**src/rtl/vpw_pkg.sv**
```systemverilog
package vpw_pkg;

    typedef enum logic [2:0] {
        TAG_PRIO = 3'd0,
        TAG_DEST = 3'd1,
        TAG_SRC  = 3'd2,
        TAG_MODE = 3'd3,
        TAG_PID  = 3'd4,
        TAG_DATA = 3'd5
    } vpw_tag_e;

    typedef enum logic {
        ST_IDLE = 1'b0,
        ST_DATA = 1'b1
    } vpw_state_e;

endpackage

```
**src/rtl/vpw_sync_edge.sv**
```systemverilog
module vpw_sync_edge #(
    parameter int STAGES = 2
) (
    input  logic clk,
    input  logic rst_n,
    input  logic din,
    output logic edge_det,
    output logic pulse_lvl
);
    logic [STAGES-1:0] sync_q, sync_d;
    logic              prev_q, prev_d;

    always_comb begin
        sync_d = {sync_q[STAGES-2:0], din};
        prev_d = sync_q[STAGES-1];
    end

    always_ff @(posedge clk or negedge rst_n) begin
        if (!rst_n) begin
            sync_q <= '0;
            prev_q <= 1'b0;
        end else begin
            sync_q <= sync_d;
            prev_q <= prev_d;
        end
    end

    // the level the line held during the pulse that just ended
    assign pulse_lvl = prev_q;
    assign edge_det  = sync_q[STAGES-1] ^ prev_q;
endmodule

```
**src/rtl/vpw_us_timer.sv**
```systemverilog
module vpw_us_timer #(
    parameter int CLKS_PER_US = 125,
    parameter int SAT_US      = 245,
    parameter int CW          = 8
) (
    input  logic          clk,
    input  logic          rst_n,
    input  logic          clear,
    output logic [CW-1:0] us_cnt
);
    localparam int PW = (CLKS_PER_US > 1) ? $clog2(CLKS_PER_US) : 1;

    logic [PW-1:0] pre_q, pre_d;
    logic [CW-1:0] cnt_q, cnt_d;

    always_comb begin
        pre_d = pre_q;
        cnt_d = cnt_q;
        if (clear) begin
            pre_d = '0;
            cnt_d = '0;
        end else if (pre_q == PW'(CLKS_PER_US - 1)) begin
            pre_d = '0;
            if (cnt_q != CW'(SAT_US))
                cnt_d = cnt_q + 1'b1;
        end else begin
            pre_d = pre_q + 1'b1;
        end
    end

    always_ff @(posedge clk or negedge rst_n) begin
        if (!rst_n) begin
            pre_q <= '0;
            cnt_q <= '0;
        end else begin
            pre_q <= pre_d;
            cnt_q <= cnt_d;
        end
    end

    assign us_cnt = cnt_q;
endmodule

```
**src/rtl/vpw_pulse_class.sv**
```systemverilog
module vpw_pulse_class #(
    parameter int CW        = 8,
    parameter int SOF_MIN   = 164,
    parameter int SOF_MAX   = 244,
    parameter int SHORT_MIN = 24,
    parameter int SHORT_MAX = 96,
    parameter int LONG_MIN  = 97,
    parameter int LONG_MAX  = 169,
    parameter int IFS_MIN   = 240
) (
    input  logic [CW-1:0] width,
    input  logic          quad,
    output logic          is_sof_norm,
    output logic          is_sof_quad,
    output logic          is_short,
    output logic          is_long,
    output logic [CW-1:0] ifs_lim
);
    // quadruple-speed limits: lower bound divided by 4, upper bound as the
    // largest value below the divided exclusive bound
    localparam logic [CW-1:0] NS_LO = CW'(SHORT_MIN);
    localparam logic [CW-1:0] NS_HI = CW'(SHORT_MAX);
    localparam logic [CW-1:0] NL_LO = CW'(LONG_MIN);
    localparam logic [CW-1:0] NL_HI = CW'(LONG_MAX);
    localparam logic [CW-1:0] QS_LO = CW'(SHORT_MIN / 4);
    localparam logic [CW-1:0] QS_HI = CW'((SHORT_MAX + 1) / 4 - 1);
    localparam logic [CW-1:0] QL_LO = CW'(LONG_MIN / 4);
    localparam logic [CW-1:0] QL_HI = CW'((LONG_MAX + 1) / 4 - 1);
    localparam logic [CW-1:0] SN_LO = CW'(SOF_MIN);
    localparam logic [CW-1:0] SN_HI = CW'(SOF_MAX);
    localparam logic [CW-1:0] SQ_LO = CW'(SOF_MIN / 4);
    localparam logic [CW-1:0] SQ_HI = CW'((SOF_MAX + 1) / 4 - 1);
    localparam logic [CW-1:0] IF_N  = CW'(IFS_MIN);
    localparam logic [CW-1:0] IF_Q  = CW'(IFS_MIN / 4);

    always_comb begin
        is_sof_norm = (width >= SN_LO) && (width <= SN_HI);
        is_sof_quad = (width >= SQ_LO) && (width <= SQ_HI);
        if (quad) begin
            is_short = (width >= QS_LO) && (width <= QS_HI);
            is_long  = (width >= QL_LO) && (width <= QL_HI);
            ifs_lim  = IF_Q;
        end else begin
            is_short = (width >= NS_LO) && (width <= NS_HI);
            is_long  = (width >= NL_LO) && (width <= NL_HI);
            ifs_lim  = IF_N;
        end
    end
endmodule

```
**src/rtl/vpw_rx.sv**
```systemverilog
module vpw_rx
    import vpw_pkg::*;
#(
    parameter int CLKS_PER_US  = 125,
    parameter int SYNC_STAGES  = 2,
    parameter int SOF_MIN_US   = 164,
    parameter int SOF_MAX_US   = 244,
    parameter int SHORT_MIN_US = 24,
    parameter int SHORT_MAX_US = 96,
    parameter int LONG_MIN_US  = 97,
    parameter int LONG_MAX_US  = 169,
    parameter int IFS_US       = 240
) (
    input  logic       clk,
    input  logic       rst_n,
    input  logic       line_in,
    input  logic       active_lvl,
    output logic       byte_valid,
    output logic [7:0] byte_data,
    output logic [2:0] byte_tag,
    output logic       quad_speed,
    output logic       frame_end,
    output logic       csum_valid,
    output logic [7:0] csum_data
);
    localparam int SAT_US = ((IFS_US > SOF_MAX_US) ? IFS_US : SOF_MAX_US) + 1;
    localparam int CW     = $clog2(SAT_US + 1);

    typedef struct packed {
        vpw_state_e st;
        logic       quad;
        logic [2:0] bit_cnt;
        logic [7:0] shreg;
        logic [2:0] off;
        logic       mode_one;
        logic       have_byte;
        logic [7:0] last_byte;
        logic       byte_valid;
        logic [7:0] byte_data;
        vpw_tag_e   byte_tag;
        logic       frame_end;
        logic       csum_valid;
        logic [7:0] csum_data;
    } rx_state_t;

    rx_state_t r_q, r_d;

    logic          edge_det, pulse_lvl;
    logic [CW-1:0] us_cnt, ifs_lim;
    logic          sof_n, sof_q, is_short, is_long;
    logic          in_frame;

    vpw_sync_edge #(.STAGES(SYNC_STAGES)) u_sync (
        .clk(clk), .rst_n(rst_n), .din(line_in),
        .edge_det(edge_det), .pulse_lvl(pulse_lvl)
    );

    vpw_us_timer #(.CLKS_PER_US(CLKS_PER_US), .SAT_US(SAT_US), .CW(CW)) u_timer (
        .clk(clk), .rst_n(rst_n), .clear(edge_det), .us_cnt(us_cnt)
    );

    vpw_pulse_class #(
        .CW(CW), .SOF_MIN(SOF_MIN_US), .SOF_MAX(SOF_MAX_US),
        .SHORT_MIN(SHORT_MIN_US), .SHORT_MAX(SHORT_MAX_US),
        .LONG_MIN(LONG_MIN_US), .LONG_MAX(LONG_MAX_US), .IFS_MIN(IFS_US)
    ) u_class (
        .width(us_cnt), .quad(r_q.quad),
        .is_sof_norm(sof_n), .is_sof_quad(sof_q),
        .is_short(is_short), .is_long(is_long), .ifs_lim(ifs_lim)
    );

    always_comb begin
        logic       is_act;
        logic       bit_v;
        logic [7:0] nb;
        r_d            = r_q;
        r_d.byte_valid = 1'b0;
        r_d.frame_end  = 1'b0;
        r_d.csum_valid = 1'b0;
        is_act = (pulse_lvl == active_lvl);
        bit_v  = is_short ? is_act : !is_act;
        nb     = {r_q.shreg[6:0], bit_v};
        case (r_q.st)
            ST_IDLE: begin
                if (edge_det && is_act && (sof_n || sof_q)) begin
                    r_d.st        = ST_DATA;
                    r_d.quad      = !sof_n;
                    r_d.bit_cnt   = '0;
                    r_d.shreg     = '0;
                    r_d.off       = '0;
                    r_d.mode_one  = 1'b0;
                    r_d.have_byte = 1'b0;
                end
            end
            default: begin
                if (us_cnt >= ifs_lim) begin
                    r_d.st         = ST_IDLE;
                    r_d.frame_end  = 1'b1;
                    r_d.csum_valid = r_q.have_byte;
                    r_d.csum_data  = r_q.last_byte;
                    r_d.off        = '0;
                    r_d.have_byte  = 1'b0;
                end else if (edge_det && (is_short || is_long)) begin
                    if (r_q.bit_cnt == 3'd7) begin
                        r_d.byte_valid = 1'b1;
                        r_d.byte_data  = nb;
                        r_d.last_byte  = nb;
                        r_d.have_byte  = 1'b1;
                        r_d.shreg      = '0;
                        r_d.bit_cnt    = '0;
                        if (r_q.off < 3'd4)
                            r_d.byte_tag = vpw_tag_e'(r_q.off);
                        else if (r_q.off == 3'd4 && r_q.mode_one)
                            r_d.byte_tag = TAG_PID;
                        else
                            r_d.byte_tag = TAG_DATA;
                        if (r_q.off == 3'd3)
                            r_d.mode_one = (nb == 8'h01);
                        if (r_q.off != 3'd7)
                            r_d.off = r_q.off + 1'b1;
                    end else begin
                        r_d.shreg   = nb;
                        r_d.bit_cnt = r_q.bit_cnt + 1'b1;
                    end
                end
            end
        endcase
    end

    always_ff @(posedge clk or negedge rst_n) begin
        if (!rst_n) begin
            r_q          <= '0;
            r_q.st       <= ST_IDLE;
            r_q.byte_tag <= TAG_PRIO;
        end else begin
            r_q <= r_d;
        end
    end

    assign in_frame   = (r_q.st == ST_DATA);
    assign byte_valid = r_q.byte_valid;
    assign byte_data  = r_q.byte_data;
    assign byte_tag   = r_q.byte_tag;
    assign quad_speed = r_q.quad;
    assign frame_end  = r_q.frame_end;
    assign csum_valid = r_q.csum_valid;
    assign csum_data  = r_q.csum_data;
endmodule

```
**config.mk**
```make
export PLATFORM = sky130hd
export DESIGN_NAME = vpw_rx
export DESIGN_NICKNAME = d
export VERILOG_FILES = /design/src/rtl/vpw_pkg.sv /design/src/rtl/vpw_sync_edge.sv /design/src/rtl/vpw_us_timer.sv /design/src/rtl/vpw_pulse_class.sv /design/src/rtl/vpw_rx.sv
export SDC_FILE = /design/constraint.sdc
export NUM_CORES = 1
export LEC_CHECK = 0
export ABC_AREA = 1
export BUFFER_PORTS_ARGS = -buffer_cell sky130_fd_sc_hd__buf_2
export CAP_MARGIN = 20
export CORE_MARGIN = 8
export CORE_UTILIZATION = 40
export CTS_BUF_LIST = sky130_fd_sc_hd__clkbuf_4 sky130_fd_sc_hd__clkbuf_8
export DETAILED_ROUTE_END_ITERATION = 7
export GPL_TIMING_DRIVEN = 0
export PLACE_DENSITY = 0.68
export SYNTH_ARGS = -nofsm -noshare
export SYNTH_HDL_FRONTEND = slang
export SYNTH_SLANG_ARGS = --single-unit
```
**constraint.sdc**
```tcl
create_clock -name clk -period 2 [get_ports clk]
set_input_delay 0.4 -clock clk [delete_from_list [all_inputs] [get_ports clk]]
set_output_delay 0.4 -clock clk [all_outputs]
set_load 0.005 [all_outputs]
```
==> parameters.txt, run 1 <==
Parameter                              Value

Run status
  Outcome ... finished clean

Global route
  Pin count of the biggest net entering global routing ... 41
  Antenna violations before repair ... 0
  Via count of the first global-routing pass ... 2515
  First-pass GRT wire length ... 11700 microns
  Overall Global Routing Usage ... 0.129
  Aggregate global routing overflow ... 0

Logic synthesis
  Share of flip-flops with an asynchronous set or reset after synthesis ... 1.00
  Number of distinct library cells after synthesis ... 35
  Post-synthesis instance area ... 3150 sq um
  #FFs+latches synth ... 57
  Number of cells produced by synthesis ... 385
  Yosys warns ... 0
  Avg Cell Area, Syn ... 8.19 sq um
  Synth top area share ... 0.453
  Library cell occupying the most area in the post-synthesis netlist ... sky130_fd_sc_hd__dfrtp_1
  Most area-consuming cells after synthesis ... sky130_fd_sc_hd__dfrtp_1 (45%), sky130_fd_sc_hd__nand2_1 (12%), sky130_fd_sc_hd__ha_1 (6.0%)
  Share of the yosys chip area belonging to registers ... 0.453
  Number of enable-type register cells in the synthesized netlist ... 0
  Main flop type after synthesis ... sky130_fd_sc_hd__dfrtp_1
  Post-Syn Nets ... 404

Cells and area
  Fin cells ... 548
  Design area ... 3960 sq um
  Net count, final ... 460
  Share of post-route cells with drive strength above 1 ... 0.312
  Antenna diode instance count ... 0
  Most common cell after layout, fill and taps aside ... sky130_fd_sc_hd__nand2_1
  Fill cell total of the finished layout ... 749
  Synth-to-layout area growth ... 25.6%
  Most used cells in the layout excluding fill and tap cells ... sky130_fd_sc_hd__nand2_1 (100), sky130_fd_sc_hd__dfrtp_1 (54), sky130_fd_sc_hd__buf_4 (36)

Worst setup path
  WP data required ... 2.24 ns
  Critical-path cell list ... inv_2 -> ha_4 -> inv_2 -> nor2_1 -> nand2_1 -> nand2_2 -> nand3_4 -> nand3_4 -> nand2_4 -> nor2_4 -> nand2_2 -> buf_6 -> nand2_1 -> o21ai_1
  Highest-delay cell along the critical path ... sky130_fd_sc_hd__dfrtp_1
  Longest individual stage delay on the worst path ... 0.39 ns
  Cell family contributing the most delay on the critical path ... simple AND/OR/NAND/NOR gates
  Crit path arrival time ... 2.16 ns
  Total buffers and inverters traversed by the critical path ... 3
  Worst Setup Start Kind ... flip-flop
  Critical path start-end classification ... reg -> reg
  Max FO, Critical Path ... 6
  Critical path endpoint category ... flip-flop

Route
  Detailed Route WL ... 6620 microns
  Initial DRC Count ... 101
  Number of search-and-repair iterations in the first detailed-routing pass ... 4
  Remaining design rule violation count ... 0
  DR vias ... 2584
  DRT antenna net count ... 0
  Vias per Instance ... 4.72
  Routed WL per cell ... 12.1 microns

Clock tree
  Cell at the root of the clock tree ... sky130_fd_sc_hd__clkbuf_8
  CTS buffer count ... 9
  Insertion delay to the later sink of the worst-skew pair ... 0.35 ns
  Clock tree from TritonCTS ... built
  Clock buffer depth ... 2
  Clk pin slew, worst setup/hold paths ... 0.08 ns
  CTS HTree Levels ... 3
  Sinks on Clock Net ... 57

Die
  I/O pin count ... 27
  Number of standard-cell rows in the floorplan ... 32
  Total Die Area ... 11000 sq um
  Vert. Die Dim ... 105 microns
  Initial Util ... 0.410
  Area of the core region ... 7690 sq um
  Die width ... 105 microns

Place
  Placer congestion estimate ... 0.865
  Number of buffers added on ports ... 26
  Cell area reported after detailed placement ... 3430 sq um
  HPWL after detailed placement ... 4570 microns
  Cell count after placement ... 514

Power and ir drop
  Pleak ... 2.09 nW
  Cell Pwr Density ... 776 nW/um^2
  Largest voltage drop on the vdd net ... 0.431 mV

STA
  Number of endpoints with negative hold slack in the final report ... 0
  Unrepaired setup endpoints after global routing ... true
  Maximum frequency from static timing analysis ... 522 MHz
  Clk_skew ... 0.0109 ns
  Setup TNS Final ... 0 ns
  Final critical-path share of the clock period ... 0.957
  Crit path time final ... 1.91 ns
  Relative slew margins ... 0.652
  Final Max Tran Viols ... 0
  Actual transition at the worst max-transition pin ... 0.521 ns
  Final worst hold slack ... 0.157 ns
  Total setup violations reported at the end of the flow ... 0

Run
  MaxCap Viol Count ... 0

Hold path
  Min-Delay Path Class ... in -> reg
==> cell families after synthesis <==
| family | synth area share |
|---|---|
| AND/OR/NAND/NOR | 0.265 |
| buffers and inverters | 0.121 |
| flip-flops | 0.453 |
| AO/OA/AOI/OAI | 0.0830 |
| adder cells (fa/ha/maj) | 0.0595 |
| XOR/XNOR | 0.0191 |
==> layer usage <==
layer / part of all wire / wire length [microns] / GRT usage
met1: 0.46 / 3020 / 0.153
met5: 0 / 0 / 0
met2: 0.46 / 3030 / 0.201
met3: 0.062 / 412 / 0.0516
met4: 0.024 / 156 / 0.0632
==> report_power, final <==
group	internal (mW)	switching, mW	leakage [nW]	total [mW]
Combinational	0.199	0.301	1.28	0.500
Sequential	1.28	0.0672	0.697	1.35
Clock	0.710	0.517	0.110	1.23
Total	2.19	0.886	2.09	3.07
==> per-stage QoR <==
step / utilization / power [mW] / setup WS [ns]
global route: 0.515 / 3.24 / -0.0169
global placement: 0.444 / 1.78 / -0.304
detailed placement: 0.446 / 1.80 / -0.313
floorplan: - / 1.67 / 0.0535
CTS: 0.488 / 3.07 / 0.0120
finish: 0.515 / 3.07 / 0.0861
==> what timing repair did <==
action,4_1_cts,5_1_grt
gates cloned,0,2
hold buffers,1,0
pin swaps,5,15
buffers inserted,8,7
resized for setup,12,28
endpoints found under the hold margin,17,0
setup endpoints to repair,35,37
==> worst paths after layout <==
kind                       depth (start not counted)           endpoint               from  slack [ns]
max                                               14       byte_data[7]  u_timer.us_cnt[0]        0.09
min                                                1   u_sync.sync_q[0]            line_in        0.16
max reg2reg                                       14       byte_data[7]  u_timer.us_cnt[0]        0.09
min reg2reg                                        0   u_sync.sync_q[1]   u_sync.sync_q[0]        0.35
max in group asynchronous                          3  u_timer.us_cnt[6]              rst_n        0.92
min in group asynchronous                          2  u_timer.us_cnt[0]              rst_n        0.53
==> synthesized netlist by cell type (3+ instances only) <==
cell	number
sky130_fd_sc_hd__o21ai_2	8
sky130_fd_sc_hd__nor3_1	5
sky130_fd_sc_hd__nand4_1	4
sky130_fd_sc_hd__xor2_1	3
sky130_fd_sc_hd__nand3_1	20
sky130_fd_sc_hd__ha_1	15
sky130_fd_sc_hd__nand2_2	7
sky130_fd_sc_hd__inv_1	42
sky130_fd_sc_hd__buf_4	22
sky130_fd_sc_hd__inv_2	4
sky130_fd_sc_hd__a21oi_1	8
sky130_fd_sc_hd__nand3_2	3
sky130_fd_sc_hd__o21ai_0	20
sky130_fd_sc_hd__nor2_1	35
sky130_fd_sc_hd__nand2_1	104
sky130_fd_sc_hd__dfrtp_1	57
sky130_fd_sc_hd__o21ai_1	5
==> state kept, by name, indices dropped and copies added (netlist names) <==
| signal | flops |
|---|---|
| byte_data | 8 |
| byte_tag | 3 |
| byte_valid | 1 |
| csum_data | 8 |
| csum_valid | 1 |
| frame_end | 1 |
| in_frame | 1 |
| quad_speed | 1 |
| r_q | 15 |
| u_sync.pulse_lvl | 1 |
| u_sync.sync_q | 2 |
| u_timer.pre_q | 7 |
| u_timer.us_cnt | 8 |
==> cell type report <==
type	instances	area [sq um]	area share
flip-flops and latches	57	1430	0.361
plain buffers	25	203	0.0512
clock inverters	7	103	0.0259
multi-input cells	254	1480	0.373
repair buffers	45	305	0.0771
well taps	102	128	0.0322
clock buffers	9	124	0.0313
inverters	49	191	0.0483
Power figures use the tool's default switching activity.
==> run 2: changes to the inputs <==
PLACE_DENSITY = 0.66   (was 0.68)
clock period = 1.9 ns   (was 2 ns; I/O delays follow)
==> run 2 against run 1 <==
Compared with the run above: the run now ends with negative setup slack left; critical path type unchanged; via count down 1.4%; largest cell class unchanged; routed wire length fell by 0.65%; largest power group unchanged; core utilization up 0.98 points; final area increased by 1.9%; hold slack worse by 0.10 ns; first-iteration DRC count shrank 16%; global-route usage is 1.0 points lower; clock power shrank 7%.
==> parameters.txt, run 2 (synthesis results as in run 1) <==
Parameter                              Value

Cells and area
  Net count, final ... 461
  Most used cells in the layout excluding fill and tap cells ... sky130_fd_sc_hd__nand2_1 (97), sky130_fd_sc_hd__dfrtp_1 (54), sky130_fd_sc_hd__buf_4 (36)
  Design area ... 4040 sq um
  Util after Layout ... 0.525
  Synth-to-layout area growth ... 28.0%
  Fill cell total of the finished layout ... 736
  Most common cell after layout, fill and taps aside ... sky130_fd_sc_hd__nand2_1
  Antenna diode instance count ... 0
  Register bank with the most flops ... r_q
  Fin cells ... 549
  Number of flip-flops in the largest register ... 15
  Share of post-route cells with drive strength above 1 ... 0.333

Worst setup path
  WP data required ... 2.12 ns
  Longest individual stage delay on the worst path ... 0.39 ns
  Total buffers and inverters traversed by the critical path ... 4
  Max FO, Critical Path ... 6
  Cell family contributing the most delay on the critical path ... simple AND/OR/NAND/NOR gates
  Highest-delay cell along the critical path ... sky130_fd_sc_hd__dfrtp_1
  Critical-path cell list ... inv_2 -> ha_4 -> inv_2 -> nor2_1 -> nand2_1 -> nand2_2 -> nand2_2 -> nand3_2 -> nand3_4 -> nand2_4 -> nand2_2 -> nand2_4 -> inv_6 -> buf_12 -> nand2_2 -> o21ai_2
  Reg-to-reg endpoint ... r_q[40]
  Cell occurring most often along the worst timing path ... sky130_fd_sc_hd__nand2_2
  RR Startpoint ... u_timer.us_cnt[1]
  Crit path arrival time ... 2.13 ns
  Depth of the most critical reg-to-reg path ... 16
  FF-to-FF setup slack ... -0.02 ns
  Critical path endpoint category ... flip-flop
  Critical path start-end classification ... reg -> reg
  Worst Setup Start Kind ... flip-flop

Route
  Number of search-and-repair iterations in the first detailed-routing pass ... 4
  Initial DRC Count ... 85
  DRT antenna net count ... 0
  Detailed Route WL ... 6580 microns
  DR vias ... 2548
  Remaining design rule violation count ... 0
  Routed WL per cell ... 12.0 microns
  Vias per Instance ... 4.64

Run status
  Outcome ... complete, but fails checks
  Failing checks ... negative setup slack

Place
  Number of buffers added on ports ... 26
  Cell area reported after detailed placement ... 3430 sq um
  HPWL after detailed placement ... 4500 microns
  Cell count after placement ... 514
  Placer congestion estimate ... 0.864

Die
  Number of standard-cell rows in the floorplan ... 32
  I/O pin count ... 27
  Die width ... 105 microns
  Vert. Die Dim ... 105 microns
  Initial Util ... 0.410
  Area of the core region ... 7690 sq um
  Total Die Area ... 11000 sq um

STA
  Number of endpoints with negative hold slack in the final report ... 0
  Total setup violations reported at the end of the flow ... 5
  Final Max Tran Viols ... 0
  Relative slew margins ... 0.599
  Maximum frequency from static timing analysis ... 521 MHz
  Unrepaired setup endpoints after global routing ... true
  Fin worst setup slack ... -0.0189 ns
  Crit path time final ... 1.92 ns
  Setup TNS Final ... -0.0422 ns
  Actual transition at the worst max-transition pin ... 0.602 ns
  Final critical-path share of the clock period ... 1.01
  Clk_skew ... 0.00588 ns

Power and ir drop
  Largest voltage drop on the vdd net ... 0.618 mV
  Cell Pwr Density ... 772 nW/um^2
  Pleak ... 2.12 nW

Clock tree
  Clock tree from TritonCTS ... built
  CTS buffer count ... 9
  Post-cts hold buffer count ... 0
  Insertion delay to the later sink of the worst-skew pair ... 0.33 ns
  CTS HTree Levels ... 3
  Clock buffer depth ... 2
  Cell at the root of the clock tree ... sky130_fd_sc_hd__clkbuf_8
  Sinks on Clock Net ... 57
  Clk pin slew, worst setup/hold paths ... 0.07 ns

Run
  MaxCap Viol Count ... 0

Global route
  First-pass GRT wire length ... 11000 microns
  Overall Global Routing Usage ... 0.119
  Pin count of the biggest net entering global routing ... 33
  Aggregate global routing overflow ... 0
  Antenna violations before repair ... 0
  Via count of the first global-routing pass ... 2330

Hold path
  Min-Delay Path Class ... in -> async
[run 2: cell types whose count changed in the layout (fill, tap and decap cells not counted), sizes merged]
cell and change:
buf +2, bufinv -1, clkbuf +1, clkinv -2
clkinvlp +2, dlygate4sd3 -1
[run 2: layer usage]
layer,share of wire,routed length (microns),track usage,vias up
met1,0.46,3030,0.150,1153
met4,0.010,67,0.0387,0
met3,0.057,374,0.0424,6
li1,-,-,-,1327
met5,0,0,0,-
met2,0.47,3100,0.187,62
[run 2: final cells by class]
class,instances,area [sq um],share of cell area
flip-flops and latches,57,1430,0.354
inverters,49,201,0.0499
clock buffers,10,138,0.0341
clock inverters,6,66.3,0.0164
repair buffers,46,322,0.0797
multi-input cells,254,1550,0.383
plain buffers,25,204,0.0505
well taps,102,128,0.0316
[run 2: where the power goes]
part	leakage, nW	switching, mW	internal (mW)
combinational	1.33	0.326	0.226
clock	0.0949	0.501	0.642
sequential	0.697	0.0746	1.35
total	2.12	0.902	2.22
[run 2: metrics by stage]
| step | hold WS [ns] | setup WS (ns) | power, mW |
|---|---|---|---|
| after floorplan | 0.0844 | 0.00888 | 1.76 |
| after global placement | 0.342 | -0.242 | 1.87 |
| after detailed placement | 0.341 | -0.249 | 1.90 |
| after CTS | 0.0528 | -0.0239 | 3.10 |
| after global routing | 0.0897 | -0.183 | 3.31 |
| final | 0.0523 | -0.0189 | 3.12 |
[run 2: worst max-delay path by stage]
stage               to              start  slack, ns  cells after the start
3_5_place_dp   r_q[39]         quad_speed      -0.25                     14
4_1_cts        r_q[30]         quad_speed      -0.02                     10
2_1_floorplan  r_q[39]         quad_speed      0.009                     14
5_1_grt        r_q[31]         quad_speed      -0.18                     14
3_3_place_gp   r_q[39]         quad_speed      -0.24                     14
6_report       r_q[40]  u_timer.us_cnt[1]      -0.02                     16
[run 2: repair_timing]
| item | 4_1_cts | 5_1_grt |
|---|---|---|
| gates cloned | 1 | 1 |
| setup buffers | 11 | 6 |
| pin swaps | 8 | 15 |
| setup endpoints to repair | 38 | 37 |
| resized for setup | 26 | 33 |
